**config.mk**
```make
export PLATFORM = sky130hd
export DESIGN_NAME = eff_addr_unit
export DESIGN_NICKNAME = d
export VERILOG_FILES = /design/src/rtl/eau_pkg.sv /design/src/rtl/eau_addr_gen.sv /design/src/rtl/eau_seq.sv /design/src/rtl/eff_addr_unit.sv
export SDC_FILE = /design/constraint.sdc
export NUM_CORES = 1
export LEC_CHECK = 0
export BUFFER_PORTS_ARGS = -buffer_cell sky130_fd_sc_hd__buf_2
export CORE_UTILIZATION = 55
export CTS_CLUSTER_SIZE = 8
export DETAILED_ROUTE_END_ITERATION = 16
export HOLD_SLACK_MARGIN = 0.05
export PLACE_DENSITY = 0.87
export REMOVE_ABC_BUFFERS = 1
export SYNTH_ARGS = -nofsm -noshare
export SYNTH_HDL_FRONTEND = slang
export SYNTH_SLANG_ARGS = --single-unit
```
**constraint.sdc**
```tcl
create_clock -name clk -period 4.6 [get_ports clk]
set_clock_uncertainty 0.15 [all_clocks]
set_input_delay 0.46 -clock clk [delete_from_list [all_inputs] [get_ports clk]]
set_output_delay 0.46 -clock clk [all_outputs]
set_load 0.005 [all_outputs]
```
**src/rtl/eau_pkg.sv**
```systemverilog
package eau_pkg;

    localparam logic [3:0] MODE_IMPLIED  = 4'd0;
    localparam logic [3:0] MODE_IMMED    = 4'd1;
    localparam logic [3:0] MODE_REG      = 4'd2;
    localparam logic [3:0] MODE_REGIND   = 4'd3;
    localparam logic [3:0] MODE_DIRECT   = 4'd4;
    localparam logic [3:0] MODE_INDIRECT = 4'd5;
    localparam logic [3:0] MODE_INDEXED  = 4'd6;
    localparam logic [3:0] MODE_BASE     = 4'd7;
    localparam logic [3:0] MODE_RELATIVE = 4'd8;
    localparam logic [3:0] MODE_AUTOINC  = 4'd9;
    localparam logic [3:0] MODE_AUTODEC  = 4'd10;

    typedef enum logic [1:0] {
        ST_IDLE,
        ST_CALC,
        ST_READ1,
        ST_READ2
    } seq_state_e;

    // What a mode code asks of the sequencer
    typedef struct packed {
        logic       legal;
        logic [1:0] reads;
        logic       use_acc;
        logic       use_field;
        logic       writeback;
    } mode_plan_t;

    function automatic mode_plan_t plan_for(input logic [3:0] m);
        mode_plan_t p;
        p       = '0;
        p.legal = 1'b1;
        case (m)
            MODE_IMPLIED:  p.use_acc   = 1'b1;
            MODE_IMMED:    p.use_field = 1'b1;
            MODE_REG:      p.reads     = 2'd0;
            MODE_INDIRECT: p.reads     = 2'd2;
            MODE_AUTOINC, MODE_AUTODEC: begin
                p.reads     = 2'd1;
                p.writeback = 1'b1;
            end
            MODE_REGIND, MODE_DIRECT, MODE_INDEXED,
            MODE_BASE, MODE_RELATIVE: p.reads = 2'd1;
            default:       p.legal     = 1'b0;
        endcase
        return p;
    endfunction

endpackage

```
**src/rtl/eau_addr_gen.sv**
```systemverilog
module eau_addr_gen
    import eau_pkg::*;
#(
    parameter int ADDR_W  = 16,
    parameter int FIELD_W = 8
) (
    input  logic [3:0]         mode,
    input  logic [FIELD_W-1:0] field,
    input  logic [ADDR_W-1:0]  reg_val,
    input  logic [ADDR_W-1:0]  pc,
    input  logic [ADDR_W-1:0]  index_val,
    output logic [ADDR_W-1:0]  field_ext,
    output logic [ADDR_W-1:0]  ea,
    output logic [ADDR_W-1:0]  wb_val
);

    localparam int EXT_W = ADDR_W - FIELD_W;
    localparam logic [ADDR_W-1:0] WORD_STEP = {{(ADDR_W-1){1'b0}}, 1'b1};

    logic [ADDR_W-1:0] field_sx;
    logic [ADDR_W-1:0] reg_inc;
    logic [ADDR_W-1:0] reg_dec;

    assign field_ext = {{EXT_W{1'b0}}, field};
    assign field_sx  = {{EXT_W{field[FIELD_W-1]}}, field};
    assign reg_inc   = reg_val + WORD_STEP;
    assign reg_dec   = reg_val - WORD_STEP;

    always_comb begin
        ea     = '0;
        wb_val = reg_val;
        case (mode)
            MODE_REGIND:   ea = reg_val;
            MODE_DIRECT,
            MODE_INDIRECT: ea = field_ext;
            MODE_INDEXED:  ea = field_ext + index_val;
            MODE_BASE:     ea = reg_val + field_ext;
            MODE_RELATIVE: ea = pc + field_sx;
            MODE_AUTOINC: begin
                ea     = reg_val;
                wb_val = reg_inc;
            end
            MODE_AUTODEC: begin
                ea     = reg_dec;
                wb_val = reg_dec;
            end
            default:       ea = '0;
        endcase
    end

endmodule

```
**src/rtl/eau_seq.sv**
```systemverilog
module eau_seq
    import eau_pkg::*;
#(
    parameter int ADDR_W  = 16,
    parameter int FIELD_W = 8,
    parameter int REG_W   = 3
) (
    input  logic               clk,
    input  logic               rst,
    input  logic               start,
    input  logic [3:0]         mode_in,
    input  logic [REG_W-1:0]   reg_in,
    input  logic [FIELD_W-1:0] field_in,
    output logic [3:0]         mode_q,
    output logic [REG_W-1:0]   reg_q,
    output logic [FIELD_W-1:0] field_q,
    input  logic [ADDR_W-1:0]  reg_val,
    input  logic [ADDR_W-1:0]  acc,
    input  logic [ADDR_W-1:0]  field_ext,
    input  logic [ADDR_W-1:0]  ea_calc,
    input  logic [ADDR_W-1:0]  wb_calc,
    input  logic               mem_valid,
    input  logic [ADDR_W-1:0]  mem_rdata,
    output logic               mem_req,
    output logic [ADDR_W-1:0]  mem_addr,
    output logic               rf_we,
    output logic [ADDR_W-1:0]  rf_wdata,
    output logic               done,
    output logic               busy,
    output logic               illegal,
    output logic [ADDR_W-1:0]  eff_addr,
    output logic [ADDR_W-1:0]  operand
);

    seq_state_e state;
    mode_plan_t plan;

    assign plan = plan_for(mode_q);
    assign busy = (state != ST_IDLE);

    always_ff @(posedge clk) begin
        if (rst) begin
            state    <= ST_IDLE;
            mode_q   <= '0;
            reg_q    <= '0;
            field_q  <= '0;
            mem_req  <= 1'b0;
            mem_addr <= '0;
            rf_we    <= 1'b0;
            rf_wdata <= '0;
            done     <= 1'b0;
            illegal  <= 1'b0;
            eff_addr <= '0;
            operand  <= '0;
        end else begin
            done  <= 1'b0;
            rf_we <= 1'b0;
            case (state)
                ST_IDLE: begin
                    if (start) begin
                        mode_q  <= mode_in;
                        reg_q   <= reg_in;
                        field_q <= field_in;
                        illegal <= 1'b0;
                        state   <= ST_CALC;
                    end
                end
                ST_CALC: begin
                    if (!plan.legal) begin
                        illegal  <= 1'b1;
                        eff_addr <= '0;
                        operand  <= '0;
                        done     <= 1'b1;
                        state    <= ST_IDLE;
                    end else if (plan.reads == 2'd0) begin
                        eff_addr <= '0;
                        if (plan.use_acc) begin
                            operand <= acc;
                        end else if (plan.use_field) begin
                            operand <= field_ext;
                        end else begin
                            operand <= reg_val;
                        end
                        done  <= 1'b1;
                        state <= ST_IDLE;
                    end else begin
                        eff_addr <= ea_calc;
                        mem_addr <= ea_calc;
                        mem_req  <= 1'b1;
                        rf_wdata <= wb_calc;
                        state    <= ST_READ1;
                    end
                end
                ST_READ1: begin
                    if (mem_valid) begin
                        if (plan.reads == 2'd2) begin
                            eff_addr <= mem_rdata;
                            mem_addr <= mem_rdata;
                            state    <= ST_READ2;
                        end else begin
                            mem_req <= 1'b0;
                            operand <= mem_rdata;
                            rf_we   <= plan.writeback;
                            done    <= 1'b1;
                            state   <= ST_IDLE;
                        end
                    end
                end
                ST_READ2: begin
                    if (mem_valid) begin
                        mem_req <= 1'b0;
                        operand <= mem_rdata;
                        done    <= 1'b1;
                        state   <= ST_IDLE;
                    end
                end
                default: state <= ST_IDLE;
            endcase
        end
    end

endmodule

```
**src/rtl/eff_addr_unit.sv**
```systemverilog
module eff_addr_unit #(
    parameter int ADDR_W   = 16,
    parameter int FIELD_W  = 8,
    parameter int NUM_REGS = 8,
    localparam int REG_W   = $clog2(NUM_REGS)
) (
    input  logic               clk,
    input  logic               rst,
    input  logic               start,
    input  logic [3:0]         mode,
    input  logic [REG_W-1:0]   reg_sel,
    input  logic [FIELD_W-1:0] field,
    input  logic [ADDR_W-1:0]  acc,
    input  logic [ADDR_W-1:0]  pc,
    input  logic [ADDR_W-1:0]  index_val,
    output logic [REG_W-1:0]   rf_raddr,
    input  logic [ADDR_W-1:0]  rf_rdata,
    output logic               rf_we,
    output logic [REG_W-1:0]   rf_waddr,
    output logic [ADDR_W-1:0]  rf_wdata,
    output logic               mem_req,
    output logic [ADDR_W-1:0]  mem_addr,
    input  logic               mem_valid,
    input  logic [ADDR_W-1:0]  mem_rdata,
    output logic               busy,
    output logic               done,
    output logic               illegal,
    output logic [ADDR_W-1:0]  eff_addr,
    output logic [ADDR_W-1:0]  operand
);

    logic [3:0]         mode_q;
    logic [REG_W-1:0]   reg_q;
    logic [FIELD_W-1:0] field_q;
    logic [ADDR_W-1:0]  field_ext;
    logic [ADDR_W-1:0]  ea_calc;
    logic [ADDR_W-1:0]  wb_calc;

    assign rf_raddr = reg_q;
    assign rf_waddr = reg_q;

    eau_addr_gen #(
        .ADDR_W  (ADDR_W),
        .FIELD_W (FIELD_W)
    ) u_addr_gen (
        .mode      (mode_q),
        .field     (field_q),
        .reg_val   (rf_rdata),
        .pc        (pc),
        .index_val (index_val),
        .field_ext (field_ext),
        .ea        (ea_calc),
        .wb_val    (wb_calc)
    );

    eau_seq #(
        .ADDR_W  (ADDR_W),
        .FIELD_W (FIELD_W),
        .REG_W   (REG_W)
    ) u_seq (
        .clk       (clk),
        .rst       (rst),
        .start     (start),
        .mode_in   (mode),
        .reg_in    (reg_sel),
        .field_in  (field),
        .mode_q    (mode_q),
        .reg_q     (reg_q),
        .field_q   (field_q),
        .reg_val   (rf_rdata),
        .acc       (acc),
        .field_ext (field_ext),
        .ea_calc   (ea_calc),
        .wb_calc   (wb_calc),
        .mem_valid (mem_valid),
        .mem_rdata (mem_rdata),
        .mem_req   (mem_req),
        .mem_addr  (mem_addr),
        .rf_we     (rf_we),
        .rf_wdata  (rf_wdata),
        .done      (done),
        .busy      (busy),
        .illegal   (illegal),
        .eff_addr  (eff_addr),
        .operand   (operand)
    );

endmodule

```
==> impl_metrics.yaml <==
status:
  status: "completed"
logic_synthesis:
  ys_types: 71
  async_flop_share: 0
  synth_top_area_frac: 0.250
  synth_area_per_cell_um2: 7.31
  syn_area_mm2: 0.00682
  synth_cells: 933
  yosysTopAreaCell: "dfxtp_1"
  ys_seq_area_frac: 0.250
  synthFlopType: "dfxtp_1"
  ys_ff_latch: 85
  synthTopCellsByArea: "dfxtp_1, a21oi_1, nand2_1"
  synth-edff-count: 0
  synth_warnings: 0
pwr:
  finalPower_mw: 2.16
  power-per-cell-area_mw_per_mm2: 269
  leakage_nw: 3.39
  ir_drop_mv: 0.166
worst_setup_path:
  reg2reg_to: "u_seq.eff_addr[14]"
  cp.buffers_inverters: 1
  cp_slowest_cell: "nand4b_1"
  cpPeakStageDelay_ns: 0.67
  start_kind: "flop"
  r2r_cells: 11
  r2r_slack_ns: 0.60
  r2r_start: "u_seq.mode_q[3]"
  required_ns: 4.65
  worst_ep_arrival_time_ns: 4.04
  crit_fanout: 20
  cp_cell_sequence: "nand4b_1, o21ai_0, ha_1, inv_1, fa_1, nand3b_1, a21o_1, a31oi_1, a21oi_1, a221oi_1, a311oi_1"
  crit_type: "reg2reg"
  cp-end-kind: "flop"
  crit_family: "compound AO/OA/AOI/OAI gates"
floorplanning:
  start_util: 0.565
  ios: 174
  die-area_mm2: 0.0128
  die_width_um: 113
  core_area_mm2: 0.0121
  die_y_um: 113
  fp-row-count: 40
drt:
  maxUsedRoutingLayer: "met4"
  met3WireLength_mm: 2.48
  drtAntennaViolNets: 0
  wl_met1_mm: 10.0
  dr_total_vias: 8091
  via_per_inst: 6.57
  wl_per_cell_um: 20.2
  first_iter_violations: 884
  drc: 0
  firstDrtPassIters: 6
  dr_wl_met2_mm: 11.3
  drt-total-wl_mm: 24.9
cts:
  cts_buffers: 9
  h-tree-depth: 3
  clockBufferDepth: 2
  clk_latency_ns: 0.36
  cts-resized-gates: 0
  clk_pin_slew_ns: 0.07
  cts_sinks: 85
  cts_root_buffer: "clkbuf_16"
  cts_tree: "built"
  postCtsSetupRepairBufs: 0
  cts_hold_buffers: 0
grt:
  grt-ovfl-total: 0
  grt_max_degree: 47
  antenna_found_initial: 0
  grt_pass1_vias: 7363
  grt.total_usage: 0.388
  grt_pass1_wl_mm: 38.6
layout:
  fillCellCount: 1114
  antenna_cells: 0
  final_nets: 1186
  drive_gt1_frac: 0.212
  area_growth_pct: 17.5
  seq_area_mm2: 0.00170
  multi_input_area_mm2: 0.00474
  fin_cells: 1231
hold_path:
  min_path_type: "in2reg"
  hold_path_startpoint: "reg_sel[2]"
  hold_path_end: "u_seq.reg_q[2]"
  hold_depth: 3
timing:
  final_hold_viol_count: 0
  final_max_slew_viol_count: 0
  rsz0062_at_grt: "false"
  fmax_mhz: 250
  setup_viol: 0
  slew_headroom: 0.229
  fin_setup_tns_ns: 0
  worst_pin_slew_ns: 1.15
  fin_crit_ns: 4.00
  finalCritPeriodShare: 0.869
run:
  max-cap-violations: 0
placed_design:
  placed_cells: 1215
  gp_congestion: 1.03
  place_hpwl_mm: 18.8
  port_buffers: 173
cells by family (layout without fill, tap and decap cells):
kind of cell	count (synthesis)	count (layout)	share of synthesized area
buffers and inverters	94	224	0.0562
AND/OR/NAND/NOR	339	339	0.245
multiplexers	33	33	0.0501
AO/OA/AOI/OAI	328	328	0.312
adder cells (fa/ha/maj)	29	29	0.0554
flip-flops	85	85	0.250
XOR/XNOR	25	25	0.0321
per-layer routing:
layer	up-vias	GRT usage
met5	-	0
met4	0	0.200
met3	104	0.0798
met2	514	0.617
met1	3764	0.498
li1	3709	-
sequential cells by signal (all words and copies together) (netlist names):
name / flops
u_seq.eff_addr: 16
u_seq.rf_wdata: 16
u_seq.mode_q: 4
u_seq.mem_addr: 16
u_seq.rf_we: 1
u_seq.state: 2
u_seq.illegal: 1
u_seq.reg_q: 3
u_seq.mem_req: 1
u_seq.done: 1
u_seq.field_q: 8
u_seq.operand: 16
tightest hold or removal path, cell delays in order:
cell and delay [ns]:
buf_2 0.09, nand2_1 0.04, a21oi_1 0.05
layout by cell type, fill, tap and decap left out, types with 4 or more instances in the layout:
| cell type | netlist | final |
|---|---|---|
| a211oi_1 | 49 | 49 |
| a21boi_0 | 4 | 4 |
| a21o_1 | 19 | 19 |
| a21oi_1 | 124 | 124 |
| a221oi_1 | 8 | 8 |
| a311oi_1 | 6 | 6 |
| a31oi_1 | 18 | 18 |
| and2_1 | 5 | 5 |
| and3_1 | 7 | 7 |
| and4_1 | 7 | 7 |
| buf_2 | 12 | 173 |
| buf_4 | 4 | 17 |
| clkbuf_16 | 0 | 9 |
| dfxtp_1 | 85 | 85 |
| ha_1 | 27 | 27 |
| inv_1 | 18 | 18 |
| mux2_2 | 9 | 9 |
| mux2i_1 | 24 | 24 |
| nand2_1 | 117 | 117 |
| nand2b_1 | 10 | 10 |
| nand3_1 | 17 | 17 |
| nand3b_1 | 7 | 7 |
| nand4_1 | 10 | 10 |
| nor2_1 | 89 | 89 |
| nor3_1 | 21 | 21 |
| nor3b_1 | 11 | 11 |
| nor4_1 | 5 | 5 |
| o211ai_1 | 14 | 14 |
| o21a_1 | 4 | 4 |
| o21ai_0 | 35 | 35 |
| o221ai_1 | 4 | 4 |
| o31ai_1 | 5 | 5 |
| or3_1 | 10 | 10 |
| xnor2_1 | 17 | 17 |
| xor2_1 | 8 | 8 |
where the power goes:
| group | internal (mW) | leakage (nW) | switching [mW] |
|---|---|---|---|
| clock | 0.386 | 0.145 | 0.360 |
| combinational | 0.227 | 2.55 | 0.371 |
| sequential | 0.777 | 0.692 | 0.0382 |
| total | 1.39 | 3.39 | 0.769 |
worst max-delay path by stage:
stage / end / slack [ns] / start / depth (start not counted)
final: u_seq.eff_addr[14] / 0.60 / u_seq.mode_q[3] / 11
after global routing: u_seq.eff_addr[14] / 0.42 / u_seq.mode_q[3] / 11
after CTS: u_seq.eff_addr[14] / 0.80 / u_seq.mode_q[3] / 11
after detailed placement: u_seq.eff_addr[14] / 0.81 / u_seq.mode_q[3] / 11
after global placement: u_seq.eff_addr[15] / 0.92 / u_seq.mode_q[3] / 9
after floorplan: u_seq.eff_addr[14] / 0.13 / u_seq.mode_q[0] / 11
per-stage QoR:
stage	setup slack, ns	hold slack [ns]	util	cell area (um^2)
4_1_cts	0.796	0.175	0.664	8010
2_1_floorplan	0.126	0.292	-	6500
6_report	0.605	0.175	0.664	8010
5_1_grt	0.421	0.179	0.664	8010
3_5_place_dp	0.813	0.289	0.639	7710
3_3_place_gp	0.917	0.287	0.639	7710
Yosys cell counts, types with 4 or more instances:
cell type and instances:
a21oi_1 124, nand2_1 117, nor2_1 89, dfxtp_1 85, clkbuf_1 54, a211oi_1 49
o21ai_0 35, ha_1 27, mux2i_1 24, nor3_1 21, a21o_1 19, a31oi_1 18
inv_1 18, nand3_1 17, xnor2_1 17, o211ai_1 14, buf_2 12, nor3b_1 11
nand2b_1 10, nand4_1 10, or3_1 10, mux2_2 9, a221oi_1 8, xor2_1 8
and3_1 7, and4_1 7, nand3b_1 7, a311oi_1 6, buf_1 6, and2_1 5
nor4_1 5, o31ai_1 5, a21boi_0 4, buf_4 4, o21a_1 4, o221ai_1 4
cell type report:
type                            instances  share of cell area
Sequential cell                        85               0.212
Clock inverter                          7             0.00937
Inverter                               18             0.00843
Tap cell                              168              0.0262
Clock buffer                            9              0.0281
Timing Repair Buffer                  190               0.124
Multi-Input combinational cell        754               0.592
No activity file was read; power rests on OpenSTA's default activity.
